===== src/rtl/sir_rx_pkg.sv =====
`timescale 1ns/1ps
package sir_rx_pkg;

  typedef enum logic [1:0] {
    ST_IDLE = 2'd0,
    ST_ARM  = 2'd1,
    ST_RUN  = 2'd2,
    ST_TAIL = 2'd3
  } sir_state_e;

  // true when a counter value is the final tick of a bit cell
  function automatic logic cell_last_tick(input int unsigned cnt,
                                          input int unsigned ticks_per_bit);
    return cnt == ticks_per_bit - 1;
  endfunction

  // true when a bit index is the final cell of a frame
  function automatic logic frame_last_bit(input int unsigned idx,
                                          input int unsigned frame_bits);
    return idx == frame_bits - 1;
  endfunction

endpackage


===== src/rtl/sir_rx_sync.sv =====
`timescale 1ns/1ps
module sir_rx_sync #(
  parameter int unsigned STAGES = 2
) (
  input  logic clk,
  input  logic rst_n,
  input  logic line_i,
  output logic line_s_o,
  output logic fall_o
);

  logic [STAGES-1:0] chain;
  logic              prev;

  generate
    if (STAGES == 1) begin : g_one
      always_ff @(posedge clk or negedge rst_n) begin
        if (!rst_n) chain <= '1;
        else        chain <= line_i;
      end
    end else begin : g_many
      always_ff @(posedge clk or negedge rst_n) begin
        if (!rst_n) chain <= '1;
        else        chain <= {chain[STAGES-2:0], line_i};
      end
    end
  endgenerate

  always_ff @(posedge clk or negedge rst_n) begin
    if (!rst_n) prev <= 1'b1;
    else        prev <= chain[STAGES-1];
  end

  assign line_s_o = chain[STAGES-1];
  assign fall_o   = prev & ~chain[STAGES-1];

endmodule


===== src/rtl/sir_rx_cellclk.sv =====
`timescale 1ns/1ps
module sir_rx_cellclk
  import sir_rx_pkg::*;
#(
  parameter int unsigned TICKS_PER_BIT = 16
) (
  input  logic clk,
  input  logic rst_n,
  input  logic restart_i,
  input  logic active_i,
  input  logic tick_i,
  output logic cell_end_o
);

  localparam int unsigned CW = (TICKS_PER_BIT > 1) ? $clog2(TICKS_PER_BIT) : 1;

  logic [CW-1:0] cnt;
  logic          at_last;

  assign at_last    = cell_last_tick(int'(cnt), TICKS_PER_BIT);
  assign cell_end_o = active_i & tick_i & at_last & ~restart_i;

  always_ff @(posedge clk or negedge rst_n) begin
    if (!rst_n) begin
      cnt <= '0;
    end else if (restart_i) begin
      cnt <= '0;
    end else if (active_i && tick_i) begin
      if (at_last) cnt <= '0;
      else         cnt <= cnt + 1'b1;
    end
  end

endmodule


===== src/rtl/sir_rx_ctrl.sv =====
`timescale 1ns/1ps
module sir_rx_ctrl
  import sir_rx_pkg::*;
#(
  parameter int unsigned FRAME_BITS = 10
) (
  input  logic       clk,
  input  logic       rst_n,
  input  logic       fall_i,
  input  logic       line_s_i,
  input  logic       lp_tick_i,
  input  logic       cell_end_i,
  output sir_state_e state_o,
  output logic       restart_o,
  output logic       active_o,
  output logic       start_ok_o,
  output logic       glitch_drop_o,
  output logic       timeout_drop_o,
  output logic       nrz_o
);

  localparam int unsigned IW = (FRAME_BITS > 1) ? $clog2(FRAME_BITS) : 1;

  sir_state_e    state;
  logic [IW-1:0] bit_idx;
  logic          seen;
  logic          nrz;
  logic          last_bit;

  assign last_bit       = frame_last_bit(int'(bit_idx), FRAME_BITS);
  assign restart_o      = (state == ST_IDLE) & fall_i;
  assign active_o       = (state != ST_IDLE);
  assign start_ok_o     = (state == ST_ARM) & lp_tick_i & ~line_s_i;
  assign glitch_drop_o  = (state == ST_ARM) & lp_tick_i & line_s_i;
  assign timeout_drop_o = (state == ST_ARM) & cell_end_i & ~lp_tick_i;
  assign state_o        = state;
  assign nrz_o          = nrz;

  always_ff @(posedge clk or negedge rst_n) begin
    if (!rst_n) begin
      state   <= ST_IDLE;
      bit_idx <= '0;
      seen    <= 1'b0;
      nrz     <= 1'b1;
    end else begin
      unique case (state)
        ST_IDLE: begin
          if (fall_i) begin
            state   <= ST_ARM;
            bit_idx <= '0;
            seen    <= 1'b0;
          end
        end
        ST_ARM: begin
          if (glitch_drop_o || timeout_drop_o) begin
            state <= ST_IDLE;
          end else if (start_ok_o) begin
            state <= ST_RUN;
            if (cell_end_i) begin
              nrz     <= 1'b0;
              bit_idx <= IW'(1);
              seen    <= 1'b0;
            end else begin
              seen <= 1'b1;
            end
          end
        end
        ST_RUN: begin
          if (cell_end_i) begin
            nrz <= ~seen;
            if (last_bit) begin
              bit_idx <= '0;
              if (seen) begin
                state <= ST_TAIL;
                seen  <= 1'b0;
              end else if (fall_i) begin
                state <= ST_ARM;
                seen  <= 1'b0;
              end else begin
                state <= ST_IDLE;
                seen  <= 1'b0;
              end
            end else begin
              bit_idx <= bit_idx + 1'b1;
              seen    <= fall_i;
            end
          end else begin
            seen <= seen | fall_i;
          end
        end
        ST_TAIL: begin
          if (cell_end_i) begin
            nrz   <= 1'b1;
            state <= ST_IDLE;
          end
        end
        default: state <= ST_IDLE;
      endcase
    end
  end

endmodule


===== src/rtl/sir_rx_decoder.sv =====
`timescale 1ns/1ps
module sir_rx_decoder
  import sir_rx_pkg::*;
#(
  parameter int unsigned FRAME_BITS    = 10,
  parameter int unsigned TICKS_PER_BIT = 16,
  parameter int unsigned SYNC_STAGES   = 2
) (
  input  logic clk,
  input  logic rst_n,
  input  logic ir_rx_i,
  input  logic tick16_i,
  input  logic lp_tick_i,
  output logic nrz_o
);

  // named internal events, brought out for the bound checker
  logic       line_s;
  logic       fall;
  logic       restart;
  logic       active;
  logic       cell_end;
  logic       start_ok;
  logic       glitch_drop;
  logic       timeout_drop;
  sir_state_e state;

  sir_rx_sync #(
    .STAGES (SYNC_STAGES)
  ) i_sync (
    .clk      (clk),
    .rst_n    (rst_n),
    .line_i   (ir_rx_i),
    .line_s_o (line_s),
    .fall_o   (fall)
  );

  sir_rx_cellclk #(
    .TICKS_PER_BIT (TICKS_PER_BIT)
  ) i_cellclk (
    .clk        (clk),
    .rst_n      (rst_n),
    .restart_i  (restart),
    .active_i   (active),
    .tick_i     (tick16_i),
    .cell_end_o (cell_end)
  );

  sir_rx_ctrl #(
    .FRAME_BITS (FRAME_BITS)
  ) i_ctrl (
    .clk            (clk),
    .rst_n          (rst_n),
    .fall_i         (fall),
    .line_s_i       (line_s),
    .lp_tick_i      (lp_tick_i),
    .cell_end_i     (cell_end),
    .state_o        (state),
    .restart_o      (restart),
    .active_o       (active),
    .start_ok_o     (start_ok),
    .glitch_drop_o  (glitch_drop),
    .timeout_drop_o (timeout_drop),
    .nrz_o          (nrz_o)
  );

endmodule


===== config.mk =====
export PLATFORM = sky130hd
export DESIGN_NAME = sir_rx_decoder
export DESIGN_NICKNAME = d
export VERILOG_FILES = /design/src/rtl/sir_rx_pkg.sv /design/src/rtl/sir_rx_sync.sv /design/src/rtl/sir_rx_cellclk.sv /design/src/rtl/sir_rx_ctrl.sv /design/src/rtl/sir_rx_decoder.sv
export SDC_FILE = /design/constraint.sdc
export NUM_CORES = 1
export LEC_CHECK = 0
export BUFFER_PORTS_ARGS = -buffer_cell sky130_fd_sc_hd__buf_2
export CAP_MARGIN = 30
export CORE_UTILIZATION = 58
export DETAILED_ROUTE_END_ITERATION = 10
export GPL_TIMING_DRIVEN = 0
export PLACE_DENSITY_LB_ADDON = 0.15
export SLEW_MARGIN = 20
export SYNTH_ARGS = -nofsm -noshare
export SYNTH_HDL_FRONTEND = slang
export SYNTH_HIERARCHICAL = 1
export SYNTH_SLANG_ARGS = --single-unit

===== constraint.sdc =====
create_clock -name clk -period 3.03 [get_ports clk]
set_input_delay 0.303 -clock clk [delete_from_list [all_inputs] [get_ports clk]]
set_output_delay 0.303 -clock clk [all_outputs]
set_load 0.02 [all_outputs]

# ---- After elaboration in Yosys (flattened, before gate mapping)
# Cells that the tools add are included.
dict set report word_totals {
  input_bits 5
  output_inout_bits 1
  register_bits 15
}
dict set report classes {
  reduce_logical 11
  n_eq_ne 13
  bitwise_logic 15
  muxes 32
  addsub 2
}
# op n
set op_table {}
lappend op_table {{$mux W4} 9}
lappend op_table {{$mux W2} 7}
lappend op_table {{$mux W1} 12}
lappend op_table {{$ne A2 B1 Y1 const B} 6}
lappend op_table {{$pmux W4 S3} 1}
lappend op_table {{$reduce_and A6 Y1} 2}
lappend op_table {{$and A1 B1 Y1} 10}
lappend op_table {{$add A4 B1 Y4 const B} 2}
lappend op_table {{$eq A4 B4 Y1 const B} 2}
lappend op_table {{$pmux W2 S4} 1}
lappend op_table {{$pmux W1 S3} 2}
lappend op_table {{$reduce_bool A3 Y1} 2}
lappend op_table {{$reduce_and A5 Y1} 1}
lappend op_table {{$eq A2 B2 Y1 const B} 2}
lappend op_table {{$not A1 Y1} 4}
lappend op_table {{$reduce_and A4 Y1} 1}
lappend op_table {{$reduce_bool A2 Y1} 2}
lappend op_table {{$ne A3 B2 Y1 const B} 1}
lappend op_table {{$eq A2 B1 Y1 const B} 1}
lappend op_table {{$logic_not A2 Y1} 1}
lappend op_table {{$ne A2 B2 Y1 const B} 1}
lappend op_table {{$logic_and A1 B1 Y1} 1}
lappend op_table {{$logic_or A1 B1 Y1} 1}
lappend op_table {{$or A1 B1 Y1} 1}

# ---- Logic depth before layout (Yosys ltp)
dict set report logic_depth {
  word_depth 10
  ltp_mapped 9
  depth_no_buf 9
}

# ---- By module
# The synthesis kept the hierarchy.
# mod cells_per_inst n_inst area_per_inst_um2 seq_area_each_um2
set by_module_without_submodules {}
lappend by_module_without_submodules {sir_rx_ctrl 74 1 639.4 201.4}
lappend by_module_without_submodules {sir_rx_cellclk 23 1 210.2 100.1}
lappend by_module_without_submodules {sir_rx_sync 4 1 92.6 78.8}

# ---- Worst setup path after synthesis
# Ideal clock, no wire load.
dict set report synth_timing {
  path_kind {register to register}
  start {register i_ctrl.state[0] (netlist: i_ctrl/state_o[0])}
  end {register i_ctrl.bit_idx[2]}
  required_ps 2965
  period_less_slack_ps 2391
  n_path_buf 0
  t_arrival_ps 2326
  setup_time_ps 65
  slack_ps 639
  stages_incl_launch_ff 9
  path_cell_list {dfrtp_1 inv_1 ha_1 and2_1 nor3_1 o21ba_2 a2111o_1 or4_1 nand2_1}
}
dict set report synth_between {
  elab_chain_len 9
  elab_cells_between_ends 23
  cone_classes {7 x eq/ne; 1 x mux; 10 x bitwise; 5 x reduce/logical}
}
# item line
set synth_lines {}
lappend synth_lines {{start: declaration} sir_rx_ctrl.sv:24} ;# sir_state_e state;
lappend synth_lines {{start signal: assignment} sir_rx_ctrl.sv:41} ;# state <= ST_IDLE;
lappend synth_lines {{start signal: assignment} sir_rx_ctrl.sv:49} ;# state <= ST_ARM;
lappend synth_lines {{start signal: assignment} sir_rx_ctrl.sv:56} ;# state <= ST_IDLE;
lappend synth_lines {{$logic_not A2 Y1 *} sir_rx_ctrl.sv:31} ;# assign restart_o = (state == ST_IDLE) & fall_i;
lappend synth_lines {{$and A1 B1 Y1 *} sir_rx_ctrl.sv:31}
lappend synth_lines {{via restart} sir_rx_decoder.sv:20} ;# logic restart;
lappend synth_lines {{$not A1 Y1 *} sir_rx_cellclk.sv:21} ;# assign cell_end_o = active_i & tick_i & at_last & ~restart_i;
lappend synth_lines {{$and A1 B1 Y1 *} sir_rx_cellclk.sv:21}
lappend synth_lines {{via cell_end} sir_rx_decoder.sv:22} ;# logic cell_end;
lappend synth_lines {{$and A1 B1 Y1 (2 in series)} sir_rx_ctrl.sv:35} ;# assign timeout_drop_o = (state == ST_ARM) & cell_end_i & ~lp_tick_i;
lappend synth_lines {{$logic_or A1 B1 Y1} sir_rx_ctrl.sv:55} ;# if (glitch_drop_o || timeout_drop_o) begin
lappend synth_lines {{$ne A2 B2 Y1 (no source line)} --}
lappend synth_lines {{$reduce_and A6 Y1 (no source line) *} --}
lappend synth_lines {{end signal: assignment} sir_rx_ctrl.sv:84} ;# bit_idx <= bit_idx + 1'b1;
lappend synth_lines {{end: declaration} sir_rx_ctrl.sv:25} ;# logic [IW-1:0] bit_idx;
# The timed path passes the listed nets; every way through them passes the cells marked *.
# A chain may end at the register's enable or synchronous reset.

# ---- Final worst setup path
# Ends and elaborated chain as after synthesis.

==> flow_summary.toml <==
[global_route]
grt_usage_pct = 19.4
grt_overflow_total = 0
grt_pass1_vias = 594
grt_pass1_wl_um = 2550
grt_max_degree = 16
antenna_found_initial = 0

[cts]
cts_htree_levels = 1
cts_setup_buffers = 0
clockBufferDepth = 2
clk_pin_slew_ns = 0.09
root_buffer = "clkbuf_4"
cts_tree = "done"
clkLatencyLatePin_ns = 0.29
clock-sinks = 15
numCtsBuffers = 3

[floorplan]
die_y_um = 41.9
io_pins = 6
core_mm2 = 0.00149
die_w_um = 41.9
rows = 14
dieArea_mm2 = 0.00176
initial_utilization_pct = 62.0

[timing]
clock.fmax_mhz = 369
final.setup.tns_ns = 0
report.final.hold_viol_count = 0
finalClockSkew_ns = 0.00531
drv_slew = 0
finalCriticalPeriod_ns = 2.71
setup_viol = 0
holdWs_ns = 0.102
relSlewSlack_pct = 54.5
rsz0062_at_grt = "false"
worst_pin_slew_ns = 0.677
fin_crit_sh_pct = 89.5

[drt]
drtPass1Iterations = 4
avgRoutedWirePerCell_um = 12.7
via_count = 741
drt-total-wl_um = 1570
drt_iter0_drc = 14
viasPerCell = 5.98
drc = 0
ant_nets = 0

[finish]
mostFrequentLayoutCell = "nand2_1"
n_antenna_cell = 0
syn_to_final_growth_pct = 8.94
post-route-util_pct = 67.6
fillerInstances = 125
layout.nets = 120
drive_above_1_share_pct = 18.5
final_cell_mix = "14 x nand2_1, 11 x dfrtp_1, 9 x o21ai_0"
multiInputGateArea_um2 = 494
regArea_um2 = 380

[synth]
syn-cell-area_um2 = 923
synth_area_per_cell_um2 = 9.42
yosysWarnings = 6
syn_inst = 98
syn_nets = 109

[worst_setup_path]
cp.arrival_ns = 2.94
startpoint_type = "flop"
r2r_setup_slack_ns = 0.32
crit_type = "reg -> reg"
crit_fanout = 8
end_kind = "flop"
required_ns = 3.26

[placed_design]
gp_congestion = 0.843
io_buffers = 5
hpwl_um = 1140

[job]
drv_cap = 0

[min_path]
hold_path.class = "in -> reg"

[power]
powerDensity_mw_per_mm2 = 771
ir_drop_v = 0.000521
p_leak_nw = 0.445

[outcome]
status = "completed"
==> layer usage <==
| metal | global-route usage [%] | wire [um] |
|---|---|---|
| met1 | 26.8 | 768 |
| met5 | 0 | 0 |
| met4 | 11.6 | 27 |
| met2 | 29.1 | 704 |
| met3 | 2.61 | 71 |
==> area by class of cell <==
class / instances / area share [%]
clock buffers: 3 / 2.24
repair buffers: 6 / 3.48
clock inverters: 1 / 0.498
flip-flops and latches: 15 / 37.8
well taps: 16 / 1.99
inverters: 8 / 2.99
plain buffers: 2 / 1.87
multi-input cells: 73 / 49.1
==> final timing paths <==
check,start,endpoint,cells after the start
setup / recovery,i_ctrl/state_o[0],i_ctrl/bit_idx[2],8
hold / removal,ir_rx_i,i_sync/chain[0],1
setup reg to reg,i_ctrl/state_o[0],i_ctrl/bit_idx[2],8
hold reg to reg,i_sync/chain[0],i_sync/chain[1],0
max in group asynchronous,rst_n,i_sync/chain[1],2
min in group asynchronous,rst_n,i_ctrl/bit_idx[1],2
==> flip-flops by register name, summed over array words and instances, names as in the netlist <==
| register | cells |
|---|---|
| i_cellclk/cnt | 4 |
| i_ctrl/bit_idx | 4 |
| i_ctrl/state_o | 2 |
| i_sync/chain | 2 |
| i_ctrl/nrz_o | 1 |
| i_ctrl/seen | 1 |
| i_sync/prev | 1 |
==> repair_timing <==
action	4_1_cts	5_1_grt
hold buffers	1	0
setup endpoints to repair	0	0
endpoints found under the hold margin	11	0
resized for setup	0	0
==> per-stage QoR <==
step / area (um^2) / total power [W] / worst slack [ns] / std cells
5_1_grt: 1010 / 0.000832 / 0.0972 / 124
4_1_cts: 1010 / 0.000777 / 0.320 / 124
6_report: 1010 / 0.000776 / 0.317 / 124
2_1_floorplan: 923 / 0.000583 / 0.673 / 98
3_3_place_gp: 968 / 0.000648 / 0.389 / 119
3_5_place_dp: 968 / 0.000657 / 0.334 / 119
==> worst max-delay path, cell delays in order, from the launching register on <==
cell and delay [ns]:
dfrtp_1 0.38, inv_1 0.10, ha_1 0.23, and2_1 0.21, nor3_1 0.59, o21ba_2 0.25, a2111o_1 0.39, or4_1 0.43
nand2_1 0.07
==> where the power goes <==
part           internal (W)  total (W)  switching [W]
logic              0.000159   0.000365       0.000206
clock network     0.0000491   0.000115      0.0000661
registers          0.000252   0.000295      0.0000431
total              0.000460   0.000776       0.000315
Power figures use the tool's default switching activity.
